==> config.mk <==
export PLATFORM = sky130hd
export DESIGN_NAME = ecc_syndrome_corrector
export DESIGN_NICKNAME = d
export VERILOG_FILES = /design/src/rtl/ecc_syn_pkg.sv /design/src/rtl/ecc_syn_form.sv /design/src/rtl/ecc_syn_lane.sv /design/src/rtl/ecc_syn_classify.sv /design/src/rtl/ecc_syndrome_corrector.sv
export SDC_FILE = /design/constraint.sdc
export NUM_CORES = 1
export LEC_CHECK = 0
export BUFFER_PORTS_ARGS = -buffer_cell sky130_fd_sc_hd__buf_2
export CAP_MARGIN = 20
export CORE_MARGIN = 2
export CORE_UTILIZATION = 45
export CTS_CLUSTER_DIAMETER = 200
export CTS_CLUSTER_SIZE = 10
export DETAILED_ROUTE_END_ITERATION = 16
export PLACE_DENSITY = 0.67
export REMOVE_ABC_BUFFERS = 1
export SLEW_MARGIN = 20
export SYNTH_ARGS = -nofsm -noshare
export SYNTH_HDL_FRONTEND = slang
export SYNTH_SLANG_ARGS = --single-unit
export TNS_END_PERCENT = 100
==> constraint.sdc <==
create_clock -name clk -period 6.6 [get_ports clk]
set_input_delay 0.66 -clock clk [delete_from_list [all_inputs] [get_ports clk]]
set_output_delay 0.66 -clock clk [all_outputs]
set_load 0.01 [all_outputs]
==> src/rtl/ecc_syn_pkg.sv <==
package ecc_syn_pkg;
    localparam int BYTE_W   = 8;
    localparam int CODE_BYTES = 3;
    localparam int CODE_W   = BYTE_W * CODE_BYTES;
    localparam int OFFS_W   = 8;
    localparam int BITN_W   = 3;
    localparam int CNT_W    = $clog2(CODE_W + 1);

    typedef enum logic [1:0] {
        ST_CLEAN = 2'b00,
        ST_FIXED = 2'b01,
        ST_CODE  = 2'b10,
        ST_FATAL = 2'b11
    } ecc_status_e;

    typedef struct packed {
        logic [BYTE_W-1:0] s2;
        logic [BYTE_W-1:0] s1;
        logic [BYTE_W-1:0] s0;
    } syndrome_t;
endpackage

==> src/rtl/ecc_syn_form.sv <==
module ecc_syn_form
    import ecc_syn_pkg::*;
(
    input  logic [CODE_W-1:0] calc_code,
    input  logic [CODE_W-1:0] read_code,
    input  logic              order_alt,
    output syndrome_t         syn
);
    logic [CODE_BYTES-1:0][BYTE_W-1:0] diff;

    for (genvar g = 0; g < CODE_BYTES; g++) begin : g_diff
        assign diff[g] = calc_code[g*BYTE_W +: BYTE_W] ^ read_code[g*BYTE_W +: BYTE_W];
    end

    // Layout select: which low code byte carries the upper line parity.
    always_comb begin
        syn.s2 = diff[2];
        if (order_alt) begin
            syn.s0 = diff[0];
            syn.s1 = diff[1];
        end else begin
            syn.s0 = diff[1];
            syn.s1 = diff[0];
        end
    end
endmodule

==> src/rtl/ecc_syn_lane.sv <==
module ecc_syn_lane #(
    parameter int PAIRS = 4
) (
    input  logic [2*PAIRS-1:0] lane,
    output logic [PAIRS-1:0]   hi_bits,
    output logic               comp_ok
);
    logic [PAIRS-1:0] pair_diff;

    // Each pair (2p+1, 2p) must hold a bit and its complement.
    for (genvar p = 0; p < PAIRS; p++) begin : g_pair
        assign hi_bits[p]   = lane[2*p+1];
        assign pair_diff[p] = lane[2*p+1] ^ lane[2*p];
    end

    assign comp_ok = &pair_diff;
endmodule

==> src/rtl/ecc_syn_classify.sv <==
module ecc_syn_classify
    import ecc_syn_pkg::*;
(
    input  syndrome_t   syn,
    input  logic        lanes_ok,
    output ecc_status_e status
);
    logic [CODE_W-1:0] flat;
    logic [CNT_W-1:0]  ones;

    assign flat = syn;

    always_comb begin
        ones = '0;
        for (int i = 0; i < CODE_W; i++) begin
            ones = ones + CNT_W'(flat[i]);
        end
    end

    always_comb begin
        if (flat == '0) begin
            status = ST_CLEAN;
        end else if (lanes_ok) begin
            status = ST_FIXED;
        end else if (ones == CNT_W'(1)) begin
            status = ST_CODE;
        end else begin
            status = ST_FATAL;
        end
    end
endmodule

==> src/rtl/ecc_syndrome_corrector.sv <==
module ecc_syndrome_corrector
    import ecc_syn_pkg::*;
(
    input  logic              clk,
    input  logic              rst_n,
    input  logic              in_valid,
    input  logic              order_alt,
    input  logic [CODE_W-1:0] calc_code,
    input  logic [CODE_W-1:0] read_code,
    output logic              res_valid,
    output logic [1:0]        res_status,
    output logic [OFFS_W-1:0] res_byte,
    output logic [BITN_W-1:0] res_bit
);
    localparam int LO_PAIRS = BYTE_W / 2;
    localparam int S2_PAIRS = BITN_W;

    // Capture stage
    logic [CODE_W-1:0] cap_calc;
    logic [CODE_W-1:0] cap_read;
    logic              cap_alt;
    logic              cap_vld;

    always_ff @(posedge clk or negedge rst_n) begin
        if (!rst_n) begin
            cap_calc <= '0;
            cap_read <= '0;
            cap_alt  <= 1'b0;
            cap_vld  <= 1'b0;
        end else begin
            cap_vld <= in_valid;
            if (in_valid) begin
                cap_calc <= calc_code;
                cap_read <= read_code;
                cap_alt  <= order_alt;
            end
        end
    end

    // Syndrome and per-byte pair tests
    syndrome_t             syn;
    logic [LO_PAIRS-1:0]   hi_s0;
    logic [LO_PAIRS-1:0]   hi_s1;
    logic [S2_PAIRS-1:0]   hi_s2;
    logic                  ok_s0;
    logic                  ok_s1;
    logic                  ok_s2;
    ecc_status_e           status_c;

    ecc_syn_form u_form (
        .calc_code (cap_calc),
        .read_code (cap_read),
        .order_alt (cap_alt),
        .syn       (syn)
    );

    ecc_syn_lane #(.PAIRS(LO_PAIRS)) u_lane_s0 (
        .lane    (syn.s0),
        .hi_bits (hi_s0),
        .comp_ok (ok_s0)
    );

    ecc_syn_lane #(.PAIRS(LO_PAIRS)) u_lane_s1 (
        .lane    (syn.s1),
        .hi_bits (hi_s1),
        .comp_ok (ok_s1)
    );

    // s2 bits 1..0 take no part in the pair test.
    ecc_syn_lane #(.PAIRS(S2_PAIRS)) u_lane_s2 (
        .lane    (syn.s2[BYTE_W-1 -: 2*S2_PAIRS]),
        .hi_bits (hi_s2),
        .comp_ok (ok_s2)
    );

    ecc_syn_classify u_class (
        .syn      (syn),
        .lanes_ok (ok_s0 & ok_s1 & ok_s2),
        .status   (status_c)
    );

    // Result stage
    always_ff @(posedge clk or negedge rst_n) begin
        if (!rst_n) begin
            res_valid  <= 1'b0;
            res_status <= ST_CLEAN;
            res_byte   <= '0;
            res_bit    <= '0;
        end else begin
            res_valid <= cap_vld;
            if (cap_vld) begin
                res_status <= status_c;
                if (status_c == ST_FIXED) begin
                    res_byte <= {hi_s1, hi_s0};
                    res_bit  <= hi_s2;
                end else begin
                    res_byte <= '0;
                    res_bit  <= '0;
                end
            end
        end
    end
endmodule

Word level (Yosys, flattened, before mapping)
Cells that the tools add are included.
{ "classes": {"reduce_logical": 4, "add_sub_neg": 23, "n_mux": 6, "bitwise": 16, "n_eq_ne": 2} }
{ "ops": {"columns": ["operator", "count"], "rows": [
  ["adder 5 x 1 -> 5 bit", 22],
  ["logical NOT 24 bit", 1],
  ["XOR 8 bit", 3],
  ["2-to-1 mux 16 bit", 1],
  ["XOR 1 bit", 11],
  ["2-to-1 mux 8 bit", 1],
  ["AND reduction 4 bit", 2],
  ["equality test 5 x 1 -> 1 bit (second input constant)", 1],
  ["2-to-1 mux 2 bit", 2],
  ["2-to-1 mux 3 bit", 1],
  ["AND reduction 3 bit", 1],
  ["adder 1 x 1 -> 2 bit", 1],
  ["bitwise AND 1 bit", 2],
  ["equality test 2 x 1 -> 1 bit (second input constant)", 1],
  ["2-to-1 mux 1 bit", 1]
]} }
{ "totals": {"register_bits": 64} }

Logic depth before layout (Yosys ltp)
{ "depth": {"depth_word": 31, "mapped_depth": 21, "mapped_depth_nobuf": 20} }

Hierarchy
Synthesis repeated with hierarchy kept, for this count alone.
{ "unflattened": {"hier_cells": 299, "hier_area_um2": 3706.1} }
{ "by_module_without_submodules": {"columns": ["module", "cells_each", "n_inst", "area_each_um2", "seq_area_each_um2"], "rows": [
  ["ecc_syndrome_corrector", 159, 1, 2446.1, 1601.5],
  ["ecc_syn_classify", 73, 1, 656.9, 0.0],
  ["ecc_syn_form", 42, 1, 401.6, 0.0],
  ["ecc_syn_lane at u_lane_s0 ...", 9, 2, 71.3, 0.0],
  ["ecc_syn_lane at u_lane_s2", 7, 1, 58.8, 0.0]
]} }

Least setup slack after synthesis
No wires, ideal clock.
{ "synth_timing": {"kind": "reg-to-reg", "from": "register cap_alt", "to": "register res_status[0]", "t_required_ps": 6481, "setup_slack_ps": 1313, "stages_incl_launch_ff": 20, "period_less_slack_ps": 5287, "arrival_ps": 5168, "path_cell_list": "dfrtp_1 -> buf_2 -> clkbuf_1 -> o21a_1 -> inv_1 -> ha_1 -> fa_1 -> inv_1 -> fa_1 -> fa_1 -> fa_1 -> inv_1 -> fa_1 -> inv_1 -> fa_1 -> inv_1 -> fa_1 -> nor4_1 -> nand4b_1 -> o21a_1"} }
{ "synth_via": {"elab_chain_cells": 28, "elab_cells_between_ends": 41, "cone_classes": "add/sub (23); eq/ne (1); mux (4); bitwise (10); reduce/logical (3)"} }
{ "synth_rtl": {"columns": ["element", "line", "rtl"], "rows": [
  ["from (decl)", "ecc_syndrome_corrector.sv:21", "logic cap_alt;"],
  ["from (signal assigned)", "ecc_syndrome_corrector.sv:35", "cap_alt <= order_alt;"],
  ["2-to-1 mux 16 bit (*)", "ecc_syn_form.sv:18", "if (order_alt) begin"],
  ["adder 1 x 1 -> 2 bit", "ecc_syn_classify.sv:16", "ones = ones + CNT_W'(flat[i]);"],
  ["adder 5 x 1 -> 5 bit (22 in a row)", "ecc_syn_classify.sv:16", null],
  ["equality test 5 x 1 -> 1 bit", "ecc_syn_classify.sv:25", "end else if (ones == CNT_W'(1)) begin"],
  ["2-to-1 mux 1 bit", "ecc_syn_classify.sv:25", null],
  ["2-to-1 mux 2 bit", "ecc_syn_classify.sv:23", "end else if (lanes_ok) begin"],
  ["2-to-1 mux 2 bit (*)", "ecc_syn_classify.sv:21", "if (flat == '0) begin"],
  ["to (signal assigned)", "ecc_syndrome_corrector.sv:92", "res_status <= status_c;"],
  ["to (decl)", "ecc_syndrome_corrector.sv:11", "output logic [1:0] res_status,"]
]} }
Every way passes the cells marked *; elsewhere a longest branch is shown, timed or not.
A chain may end at the register's enable or synchronous reset.

Worst setup path in the final report
Ends and elaborated chain as after synthesis.

==> results.yml <==
critical_path:
  path_common_cell: "fa_1"
  path_cells: "mux2i_1, inv_1, ha_1, fa_1, inv_1, fa_1, fa_1, fa_1, inv_1, fa_1, inv_1, fa_1, inv_1, fa_1, nor4_1, nand4b_1, o21a_1"
  cp_num_buf_inv: 5
  critPathRequiredTime_ns: 6.84
  crit_type: "register to register"
  crit_path_max_incr_delay_ns: 0.67
  reg2reg_to: "res_status[0]"
  r2r_slack_ns: 0.90
  r2r_start: "cap_alt"
  crit_family: "adder cells"
  startpoint_type: "register"
  crit_fanout: 17
  cp_slowest_cell: "dfrtp_1"
  reg2reg_depth: 17
  critPathArrivalTime_ns: 5.94
  critPathCaptureType: "register"
die:
  die_h_um: 93.1
  dieWidth_um: 93.1
  core_mm2: 0.00773
  start_util_pct: 46.3
  die_area_mm2: 0.00867
  num_rows: 32
  io_pins: 66
global_route:
  grt_use_total_pct: 17.0
  antenna_found_initial: 0
  grt_pass1_wl_mm: 11.1
  grt_max_degree: 65
  grt_pass1_vias: 2303
  grt-ovfl-total: 0
routing:
  via_count: 2292
  via_per_inst: 4.93
  route.detailed.drc: 0
  top_layer: "met4"
  wl_per_cell_um: 14.3
  drt_iter0_markers: 49
  m1WireLength_mm: 3.08
  wl_mm: 6.63
  postRouteAntennaNets: 0
  wl_met3_um: 295
  dr_wl_met2_mm: 3.12
  first_pass_iters: 4
clocking:
  cts-root-buf: "clkbuf_8"
  cts_buffer_depth: 2
  cts_repair_resize_count: 0
  post-cts-setup-buffers: 0
  clock_latency_ns: 0.35
  cts_tree: "built"
  htreeDepth: 3
  cts_buffers: 9
  clk_pin_slew_ns: 0.07
  cts.sinks: 64
  cts_hold_buf: 0
cells_and_area:
  syn_to_final_growth_pct: 16.9
  multi_input_area_mm2: 0.00178
  fin_nets: 446
  fill_cells: 706
  drive_above_1_share_pct: 37.7
  most-common-layout-cells: "dfrtp_1 (64), buf_2 (64), mux2_2 (48), inv_1 (33), nand2_1 (30)"
  seqCellArea_mm2: 0.00160
  antenna_cells: 0
sta:
  rsz0062_at_grt: "false"
  worst_pin_slew_ns: 0.811
  maxSlewHeadroom_pct: 45.9
  period_share_pct: 86.4
  fin_crit_ns: 5.70
  setup_viol: 0
  hold_viol_final: 0
  max_freq_mhz: 175
  fin_setup_tns_ns: 0
  fin_skew_ns: 0.00668
  slew_viol_final: 0
hold_path:
  hp-class: "primary input to async pin"
synth:
  syn_area_mm2: 0.00357
  seq_area_frac_synth_pct: 44.8
  synth_area_per_cell_um2: 12.2
  synthCells: 294
  yosys_warnings: 0
  ys_ff_latch: 64
  ys_types: 33
pwr:
  p_leak_nw: 2.01
  vdd_ir_drop_max_uv: 367
  power.density_mw_per_mm2: 445
  fin_total_pwr_mw: 1.86
place:
  dp_hpwl_mm: 4.96
  place_congestion: 0.863
  io_buffers: 65
status:
  status: "finished clean"
job:
  maxCapViolations: 0
==> routing by layer <==
| metal | GRT usage [%] | vias up |
|---|---|---|
| met5 | 0 | - |
| met4 | 6.99 | 0 |
| met3 | 4.59 | 14 |
| met2 | 26.3 | 47 |
| met1 | 22.7 | 1123 |
| li1 | - | 1108 |
==> worst max-delay path by stage <==
| stage | end | start | cells past startpoint | slack (ns) |
|---|---|---|---|---|
| 6_report | res_status[0] | cap_alt | 17 | 0.90 |
| 5_1_grt | res_status[0] | cap_alt | 17 | 0.67 |
| 4_1_cts | res_status[0] | cap_alt | 17 | 0.93 |
| 3_5_place_dp | res_status[0] | cap_alt | 17 | 0.97 |
| 3_3_place_gp | res_status[0] | cap_alt | 17 | 1.10 |
| 2_1_floorplan | res_status[0] | cap_alt | 17 | 1.29 |
==> state kept, by name, indices dropped and copies added (netlist names) <==
name	count
res_byte	8
res_bit	3
cap_alt	1
cap_read	24
res_valid	1
res_status	2
cap_vld	1
cap_calc	24
==> where the power goes <==
part	total, mW	internal, mW	switching (mW)
combinational	1.06	0.490	0.569
clock	0.350	0.202	0.149
sequential	0.448	0.425	0.0233
total	1.86	1.12	0.741
==> stage by stage <==
stage | setup slack [ns] | area, um2 | hold WS, ns | instances | util, %
finish | 0.898 | 4180 | 0.460 | 465 | 54.1
global route | 0.665 | 4180 | 0.497 | 465 | 54.1
CTS | 0.934 | 4180 | 0.480 | 465 | 54.1
floorplan | 1.29 | 3510 | 0.364 | 282 | -
global placement | 1.10 | 3970 | 0.460 | 450 | 51.4
detailed placement | 0.965 | 3970 | 0.465 | 450 | 51.4
==> synthesized netlist by cell type <==
cell type / count / area [um2]
nand4b_1: 1 / 8.76
nand3_1: 2 / 10.0
o22ai_1: 1 / 6.26
nor2b_1: 1 / 6.26
buf_6: 1 / 11.3
xor2_1: 10 / 87.6
ha_1: 18 / 225
o21ai_0: 8 / 40.0
o21a_1: 3 / 22.5
nand3b_1: 1 / 7.51
nor2_1: 2 / 7.51
a211oi_1: 1 / 7.51
a31oi_1: 1 / 6.26
a21bo_1: 1 / 10.0
nand4_1: 4 / 25.0
or2_2: 1 / 6.26
inv_1: 33 / 124
mux2i_1: 3 / 30.0
nand2_1: 30 / 113
clkbuf_1: 3 / 11.3
xnor2_1: 14 / 123
buf_2: 8 / 40.0
fa_1: 17 / 340
clkinv_1: 1 / 3.75
dfrtp_1: 64 / 1600
o2bb2ai_1: 5 / 43.8
o31ai_2: 5 / 62.6
o31ai_1: 1 / 7.51
a21o_1: 1 / 7.51
mux2_2: 48 / 541
nor4_1: 1 / 6.26
and2_1: 2 / 12.5
nor3_2: 2 / 20.0
==> cell type report <==
| type | instances | share of cell area (%) |
|---|---|---|
| Multi-Input combinational cell | 184 | 42.7 |
| Inverter | 34 | 3.05 |
| Tap cell | 102 | 3.05 |
| Clock inverter | 3 | 0.958 |
| Timing Repair Buffer | 66 | 8.02 |
| Clock buffer | 12 | 3.95 |
| Sequential cell | 64 | 38.3 |
==> cell families (layout without fill, tap and decap cells) <==
logic type	Yosys count	count (layout)	synth area share (%)
AO/OA/AOI/OAI	27	27	5.99
XOR/XNOR	24	24	5.88
adder cells (fa/ha/maj)	35	35	15.8
buffers and inverters	46	115	5.32
flip-flops	64	64	44.8
multiplexers	51	51	16.0
AND/OR/NAND/NOR	47	47	6.23
Power figures use the tool's default switching activity.
